**config.mk**
```make
export PLATFORM = sky130hd
export DESIGN_NAME = pwm_edge_dly
export DESIGN_NICKNAME = d
export VERILOG_FILES = /design/src/rtl/pwm_edge_dly_pkg.sv /design/src/rtl/pwm_edge_frame.sv /design/src/rtl/pwm_edge_plan.sv /design/src/rtl/pwm_edge_gate.sv /design/src/rtl/pwm_edge_dly.sv
export SDC_FILE = /design/constraint.sdc
export NUM_CORES = 1
export LEC_CHECK = 0
export BUFFER_PORTS_ARGS = -buffer_cell sky130_fd_sc_hd__buf_4
export CAP_MARGIN = 40
export CORE_MARGIN = 2
export CORE_UTILIZATION = 55
export CTS_BUF_LIST = sky130_fd_sc_hd__clkbuf_8
export DETAILED_ROUTE_END_ITERATION = 8
export HOLD_SLACK_MARGIN = 0.05
export PLACE_DENSITY = 0.75
export SLEW_MARGIN = 20
export SYNTH_ARGS = -nofsm -noshare
export SYNTH_HDL_FRONTEND = slang
export SYNTH_SLANG_ARGS = --single-unit
```
**constraint.sdc**
```tcl
create_clock -name clk -period 25.9 [get_ports clk]
set_input_delay 1.295 -clock clk [delete_from_list [all_inputs] [get_ports clk]]
set_output_delay 1.295 -clock clk [all_outputs]
set_load 0.02 [all_outputs]
```
**src/rtl/pwm_edge_dly_pkg.sv**
```systemverilog
package pwm_edge_dly_pkg;

  // Which series position a gate channel serves
  typedef enum logic {
    SW_A = 1'b0,
    SW_B = 1'b1
  } sw_sel_e;

endpackage

```
**src/rtl/pwm_edge_frame.sv**
```systemverilog
// Period counter plus shadow copies of the settings, reloaded at the wrap.
module pwm_edge_frame #(
  parameter int CNT_W = 16,
  parameter int DLY_W = 8
) (
  input  logic                    clk,
  input  logic                    rst_n,
  input  logic [CNT_W-1:0]        prd_len,
  input  logic [CNT_W-1:0]        duty,
  input  logic signed [DLY_W-1:0] dly_on,
  input  logic signed [DLY_W-1:0] dly_off,
  output logic [CNT_W-1:0]        cnt_nx,
  output logic [CNT_W-1:0]        prd_nx,
  output logic [CNT_W-1:0]        duty_nx,
  output logic signed [DLY_W-1:0] don_nx,
  output logic signed [DLY_W-1:0] doff_nx,
  output logic [CNT_W-1:0]        prd_q,
  output logic [CNT_W-1:0]        duty_q,
  output logic                    don_neg_q,
  output logic                    doff_neg_q,
  output logic                    prd_start
);

  localparam int XW = CNT_W + 1;

  logic [CNT_W-1:0]        cnt_q;
  logic signed [DLY_W-1:0] don_q;
  logic signed [DLY_W-1:0] doff_q;
  logic                    wrap;

  always_comb begin
    wrap    = (XW'(cnt_q) + XW'(1)) >= XW'(prd_q);
    cnt_nx  = wrap ? '0 : cnt_q + CNT_W'(1);
    prd_nx  = wrap ? prd_len : prd_q;
    duty_nx = wrap ? duty    : duty_q;
    don_nx  = wrap ? dly_on  : don_q;
    doff_nx = wrap ? dly_off : doff_q;
  end

  always_ff @(posedge clk) begin
    if (!rst_n) begin
      cnt_q     <= '0;
      prd_q     <= '0;
      duty_q    <= '0;
      don_q     <= '0;
      doff_q    <= '0;
      prd_start <= 1'b0;
    end else begin
      cnt_q     <= cnt_nx;
      prd_q     <= prd_nx;
      duty_q    <= duty_nx;
      don_q     <= don_nx;
      doff_q    <= doff_nx;
      prd_start <= wrap;
    end
  end

  assign don_neg_q  = don_q[DLY_W-1];
  assign doff_neg_q = doff_q[DLY_W-1];

  // the count stays inside the captured period
  p_cnt_bound_r1: assert property (@(posedge clk) disable iff (!rst_n)
    (prd_q >= CNT_W'(2)) |-> (cnt_q < prd_q));

  // a strobe is a single cycle when the period is two or longer
  p_start_single_r1: assert property (@(posedge clk) disable iff (!rst_n)
    (prd_start && prd_q >= CNT_W'(2)) |=> !prd_start);

  // settings are frozen between period boundaries
  p_hold_cfg_r8: assert property (@(posedge clk) disable iff (!rst_n)
    !wrap |=> ($stable(prd_q) && $stable(duty_q) && $stable(don_q) && $stable(doff_q)));

endmodule

```
**src/rtl/pwm_edge_plan.sv**
```systemverilog
// Turns the captured settings into turn-on/turn-off counts for one switch.
module pwm_edge_plan
  import pwm_edge_dly_pkg::*;
#(
  parameter int      CNT_W = 16,
  parameter int      DLY_W = 8,
  parameter sw_sel_e SW    = SW_A
) (
  input  logic [CNT_W-1:0]        prd,
  input  logic [CNT_W-1:0]        duty,
  input  logic signed [DLY_W-1:0] don,
  input  logic signed [DLY_W-1:0] doff,
  output logic [CNT_W:0]          on_thr,
  output logic [CNT_W:0]          off_thr
);

  localparam int TW = CNT_W + 1;
  localparam int WW = ((TW > DLY_W) ? TW : DLY_W) + 1;

  logic [DLY_W-1:0] on_mag, off_mag;
  logic             on_lags, off_lags;
  logic [WW-1:0]    p_w, dc_w, lon_w, loff_w, sum_w, on_w, off_w;

  always_comb begin
    on_mag  = don[DLY_W-1]  ? DLY_W'(-don)  : DLY_W'(don);
    off_mag = doff[DLY_W-1] ? DLY_W'(-doff) : DLY_W'(doff);
    // B lags on a positive setting, A lags on a negative one
    on_lags  = (SW == SW_B) ? !don[DLY_W-1]  : don[DLY_W-1];
    off_lags = (SW == SW_B) ? !doff[DLY_W-1] : doff[DLY_W-1];

    p_w    = WW'(prd);
    dc_w   = (duty > prd) ? WW'(prd) : WW'(duty);
    lon_w  = on_lags  ? WW'(on_mag)  : '0;
    loff_w = off_lags ? WW'(off_mag) : '0;
    sum_w  = dc_w + loff_w;
    on_w   = (lon_w > p_w) ? p_w : lon_w;
    off_w  = (sum_w > p_w) ? p_w : sum_w;

    if (dc_w == '0) begin
      on_thr  = '0;
      off_thr = '0;
    end else if (dc_w == p_w) begin
      on_thr  = '0;
      off_thr = TW'(p_w);
    end else begin
      on_thr  = TW'(on_w);
      off_thr = TW'(off_w);
    end
  end

endmodule

```
**src/rtl/pwm_edge_gate.sv**
```systemverilog
// Registered gate output, computed from next-state count and thresholds.
module pwm_edge_gate #(
  parameter int CNT_W = 16
) (
  input  logic             clk,
  input  logic             rst_n,
  input  logic [CNT_W-1:0] cnt_nx,
  input  logic [CNT_W:0]   on_thr,
  input  logic [CNT_W:0]   off_thr,
  output logic             gate
);

  localparam int TW = CNT_W + 1;

  logic [TW-1:0] cnt_w;
  logic          gate_nx;

  always_comb begin
    cnt_w   = TW'(cnt_nx);
    gate_nx = (cnt_w >= on_thr) && (cnt_w < off_thr);
  end

  always_ff @(posedge clk) begin
    if (!rst_n) gate <= 1'b0;
    else        gate <= gate_nx;
  end

endmodule

```
**src/rtl/pwm_edge_dly.sv**
```systemverilog
module pwm_edge_dly
  import pwm_edge_dly_pkg::*;
#(
  parameter int CNT_W = 16,
  parameter int DLY_W = 8
) (
  input  logic                    clk,
  input  logic                    rst_n,
  input  logic [CNT_W-1:0]        prd_len,
  input  logic [CNT_W-1:0]        duty,
  input  logic signed [DLY_W-1:0] dly_on,
  input  logic signed [DLY_W-1:0] dly_off,
  output logic                    gate_a,
  output logic                    gate_b,
  output logic                    prd_start
);

  localparam int NSW = 2;

  logic [CNT_W-1:0]        cnt_nx, prd_nx, duty_nx, prd_q, duty_q;
  logic signed [DLY_W-1:0] don_nx, doff_nx;
  logic                    don_neg_q, doff_neg_q;
  logic [NSW-1:0]          gate_v;

  pwm_edge_frame #(.CNT_W(CNT_W), .DLY_W(DLY_W)) u_frame (
    .clk        (clk),
    .rst_n      (rst_n),
    .prd_len    (prd_len),
    .duty       (duty),
    .dly_on     (dly_on),
    .dly_off    (dly_off),
    .cnt_nx     (cnt_nx),
    .prd_nx     (prd_nx),
    .duty_nx    (duty_nx),
    .don_nx     (don_nx),
    .doff_nx    (doff_nx),
    .prd_q      (prd_q),
    .duty_q     (duty_q),
    .don_neg_q  (don_neg_q),
    .doff_neg_q (doff_neg_q),
    .prd_start  (prd_start)
  );

  for (genvar g = 0; g < NSW; g++) begin : g_sw
    localparam sw_sel_e SW_G = (g == 0) ? SW_A : SW_B;
    logic [CNT_W:0] on_thr, off_thr;

    pwm_edge_plan #(.CNT_W(CNT_W), .DLY_W(DLY_W), .SW(SW_G)) u_plan (
      .prd     (prd_nx),
      .duty    (duty_nx),
      .don     (don_nx),
      .doff    (doff_nx),
      .on_thr  (on_thr),
      .off_thr (off_thr)
    );

    pwm_edge_gate #(.CNT_W(CNT_W)) u_gate (
      .clk     (clk),
      .rst_n   (rst_n),
      .cnt_nx  (cnt_nx),
      .on_thr  (on_thr),
      .off_thr (off_thr),
      .gate    (gate_v[g])
    );
  end

  assign gate_a = gate_v[0];
  assign gate_b = gate_v[1];

  // zero duty keeps both switches off
  p_zero_duty_r5: assert property (@(posedge clk) disable iff (!rst_n)
    (duty_q == '0) |-> (!gate_a && !gate_b));

  // full duty keeps both switches on
  p_full_duty_r6: assert property (@(posedge clk) disable iff (!rst_n)
    (prd_q != '0 && duty_q >= prd_q) |-> (gate_a && gate_b));

  // with a non-negative turn-on setting, A never turns on mid-period
  p_on_order_r3: assert property (@(posedge clk) disable iff (!rst_n)
    (!don_neg_q && !prd_start) |-> !$rose(gate_a));

  // with a non-negative turn-off setting, B is never the first to turn off
  p_off_order_r4: assert property (@(posedge clk) disable iff (!rst_n)
    (!doff_neg_q && !prd_start && $fell(gate_b)) |-> !gate_a);

endmodule

```
==> impl_metrics.csv <==
group,metric,value,unit
status,outcome,"finished clean",
detailed_routing,via_per_inst,6.03,
detailed_routing,avgRoutedWirePerCell,19.2,um
logic_synthesis,synth_flop_cell,"dfxtp_1",
grt,grt_overflow_total,0,
cts,cts_resized,0,
timing,fin_crit_sh,0.527,
timing,slew_violations,0,
logic_synthesis,ys_warn_count,0,
cts,cts_htree_levels,3,
cts,hold_buffers,0,
detailed_routing,met2WireLength,12400,um
logic_synthesis,syn_inst,1145,
grt,grt_max_degree,52,
timing,tightest_slew,0.936,ns
critical_path,max_stage_delay,0.74,ns
cts,cts_buffer_depth,2,
logic_synthesis,syn-cell-area,8770,sq um
timing,setup_violations,0,
grt,grt.total_usage,0.334,
die,dieArea,17000,sq um
logic_synthesis,synth_compound_area_frac,0.158,
logic_synthesis,yosysMostFrequentCell,"ha_1",
critical_path,crit_type,"reg2reg",
detailed_routing,highest_layer,"met4",
logic_synthesis,synth_top_family_by_area,"simple AND/OR/NAND/NOR gates",
cts,post_cts_buffers,0,
logic_synthesis,muxShareOfSynthArea,0.0846,
cts,cts_num_sinks,67,
detailed_routing,wl_met1,11900,um
min_path,hp-class,"reg2reg",
logic_synthesis,avgSynthCellArea,7.66,sq um
timing,rsz0062_at_grt,"no",
die,die_w,130,um
grt,grt_pass1_vias,8066,
cts,path_clk_slew,0.09,ns
cts,clkLatencyLatePin,0.38,ns
logic_synthesis,yosys.area.top_type,"ha_1",
die,die_h,130,um
critical_path,cp_max_fo,46,
grt,grt_first_pass_wirelength,43600,um
grt,antenna_found_initial,0,
placement,post-dp-hpwl,22400,um
logic_synthesis,synthTopCellsByArea,"ha_1 (22%), dfxtp_1 (15%), mux2i_1 (7.3%)",
logic_synthesis,synth_common_cells,"ha_1 (155), nor2_1 (153), nand2_1 (80)",
critical_path,r2r_setup_slack,12.25,ns
die,start_util,0.558,
critical_path,critPathCaptureType,"register",
logic_synthesis,synthAdderAreaFrac,0.227,
timing,finalHoldViolations,0,
placement,gp_congestion,1.01,
logic_synthesis,yosysTopAreaCellShare,0.221,
timing,max_freq,73.2,MHz
min_path,hold_path.startpoint,"u_frame.doff_q[1]",
logic_synthesis,synth_seq_cells,67,
logic_synthesis,synth-edff-count,0,
logic_synthesis,ys_seq_area_frac,0.153,
min_path,hold_end,"u_frame.doff_q[1]",
die,core_area,15700,sq um
timing,totalNegativeSetupSlack,0,ns
die,io-pin-count,53,
die,row_count,46,
logic_synthesis,ys_types,64,
critical_path,worstPathArrival,13.96,ns
critical_path,cp_slowest_cell,"a221oi_2",
cts,numCtsBuffers,9,
cells_and_area,syn2layout_area_growth,10.9,%
min_path,hold-path-cell-count,2,
critical_path,worst_r2r_path_depth,60,
logic_synthesis,synthArstFlopShare,0,
flow_run,max_cap_viol_count,0,
critical_path,worst-path-buf-inv,5,
logic_synthesis,synthXorXnorAreaFrac,0.0849,
detailed_routing,drtIter0Drc,848,
critical_path,crit_family,"compound AO/OA/AOI/OAI gates",
detailed_routing,drt_first_pass_iters,6,
detailed_routing,routed-via-count,8670,
detailed_routing,ant_nets,0,
critical_path,critPathLaunchType,"register",
critical_path,required,26.21,ns
cts,cts_tree,"built",
detailed_routing,drt_drc_violations_left,0,
detailed_routing,dr_wl_met3,2370,um
critical_path,r2r-start,"u_frame.cnt_q[0]",
detailed_routing,drt_wl_total,27700,um
cts,root_buffer,"clkbuf_8",
logic_synthesis,synthSimpleGateAreaFrac,0.241,
critical_path,crit_top_cell,"ha_1",
critical_path,rr_endpoint,"g_sw[0].u_gate.gate",
timing,maxSlewHeadroom,0.374,
cells_and_area,fin_nets,1425,
cells_and_area,drive_gt1_frac,0.0932,
placement,portBuffers,52,
timing,period_needed,13.65,ns
cells_and_area,antenna_cells,0,
timing,skew,0.0186,ns
cells_and_area,final.fill_count,1478,
sequential cells by signal, indices dropped and copies added (netlist names):
register / flops
u_frame.cnt_q: 16
g_sw.u_gate.gate: 2
u_frame.don_q: 8
u_frame.prd_start: 1
u_frame.duty_q: 16
u_frame.doff_q: 8
u_frame.prd_q: 16
kinds of logic after synthesis:
family	after synthesis
buf+inv	106
compound gates	215
simple gates	441
mux	72
fa+ha+maj	158
xor+xnor	85
flops	67
other cells	1
cells in the final DEF (no fill, tap or decap), drive strengths merged, types with 3 or more instances in the layout:
cell / instances
dfxtp: 67
or3: 8
o31ai: 6
or2: 3
clkbuf: 11
o211ai: 22
xnor2: 50
xor2: 35
nand4: 31
o21a: 14
inv: 76
o21ai: 56
nor2b: 27
mux2: 7
clkinv: 4
a21o: 22
nand2: 80
buf: 76
and3: 5
a2111oi: 4
nand2b: 17
o22ai: 3
a211oi: 5
conb: 17
nand3b: 5
o2111ai: 3
a31oi: 5
a21oi: 56
nor2: 153
o21bai: 4
nor4: 26
nand3: 38
mux2i: 65
ha: 155
and2: 21
nor3: 26
tightest hold or removal path, cell delays in order (launching register included):
cell and delay (ns):
dfxtp_1 0.31, mux2i_1 0.11, nor2_1 0.10
area by class of cell:
cell class / instances / area, sq um / area share
well taps: 216 / 270 / 0.0278
flip-flops and latches: 67 / 1340 / 0.138
inverters: 75 / 282 / 0.0289
clock inverters: 6 / 65.1 / 0.00669
multi-input cells: 988 / 7050 / 0.725
clock buffers: 10 / 138 / 0.0142
repair buffers: 77 / 576 / 0.0592
layer usage:
metal	global-route usage	vias up
met1	0.440	3997
met3	0.0570	73
met2	0.550	389
li1	-	4211
met5	0	-
met4	0.118	0
worst max path at each step:
stage,startpoint,end,cells past startpoint
after floorplan,u_frame.cnt_q[0],g_sw[0].u_gate.gate,67
after global placement,u_frame.cnt_q[0],g_sw[0].u_gate.gate,60
after detailed placement,u_frame.cnt_q[0],g_sw[0].u_gate.gate,60
after CTS,u_frame.cnt_q[0],g_sw[0].u_gate.gate,60
after global routing,u_frame.cnt_q[0],g_sw[0].u_gate.gate,60
final,u_frame.cnt_q[0],g_sw[0].u_gate.gate,60
stage by stage:
| stage | worst slack [ns] | utilization | hold slack, ns | std cells | cell area [sq um] |
|---|---|---|---|---|---|
| after global placement | 12.76 | 0.602 | 0.527 | 1415 | 9470 |
| after floorplan | 13.49 | - | 0.499 | 1161 | 8830 |
| after CTS | 12.38 | 0.618 | 0.569 | 1437 | 9710 |
| after detailed placement | 12.43 | 0.605 | 0.550 | 1421 | 9500 |
| final | 12.25 | 0.619 | 0.566 | 1439 | 9730 |
| after global routing | 10.86 | 0.619 | 0.581 | 1439 | 9730 |
Power is left out: the tool's default activity adds up to more than one toggle a clock period on the data nets, which glitch-free logic cannot reach.
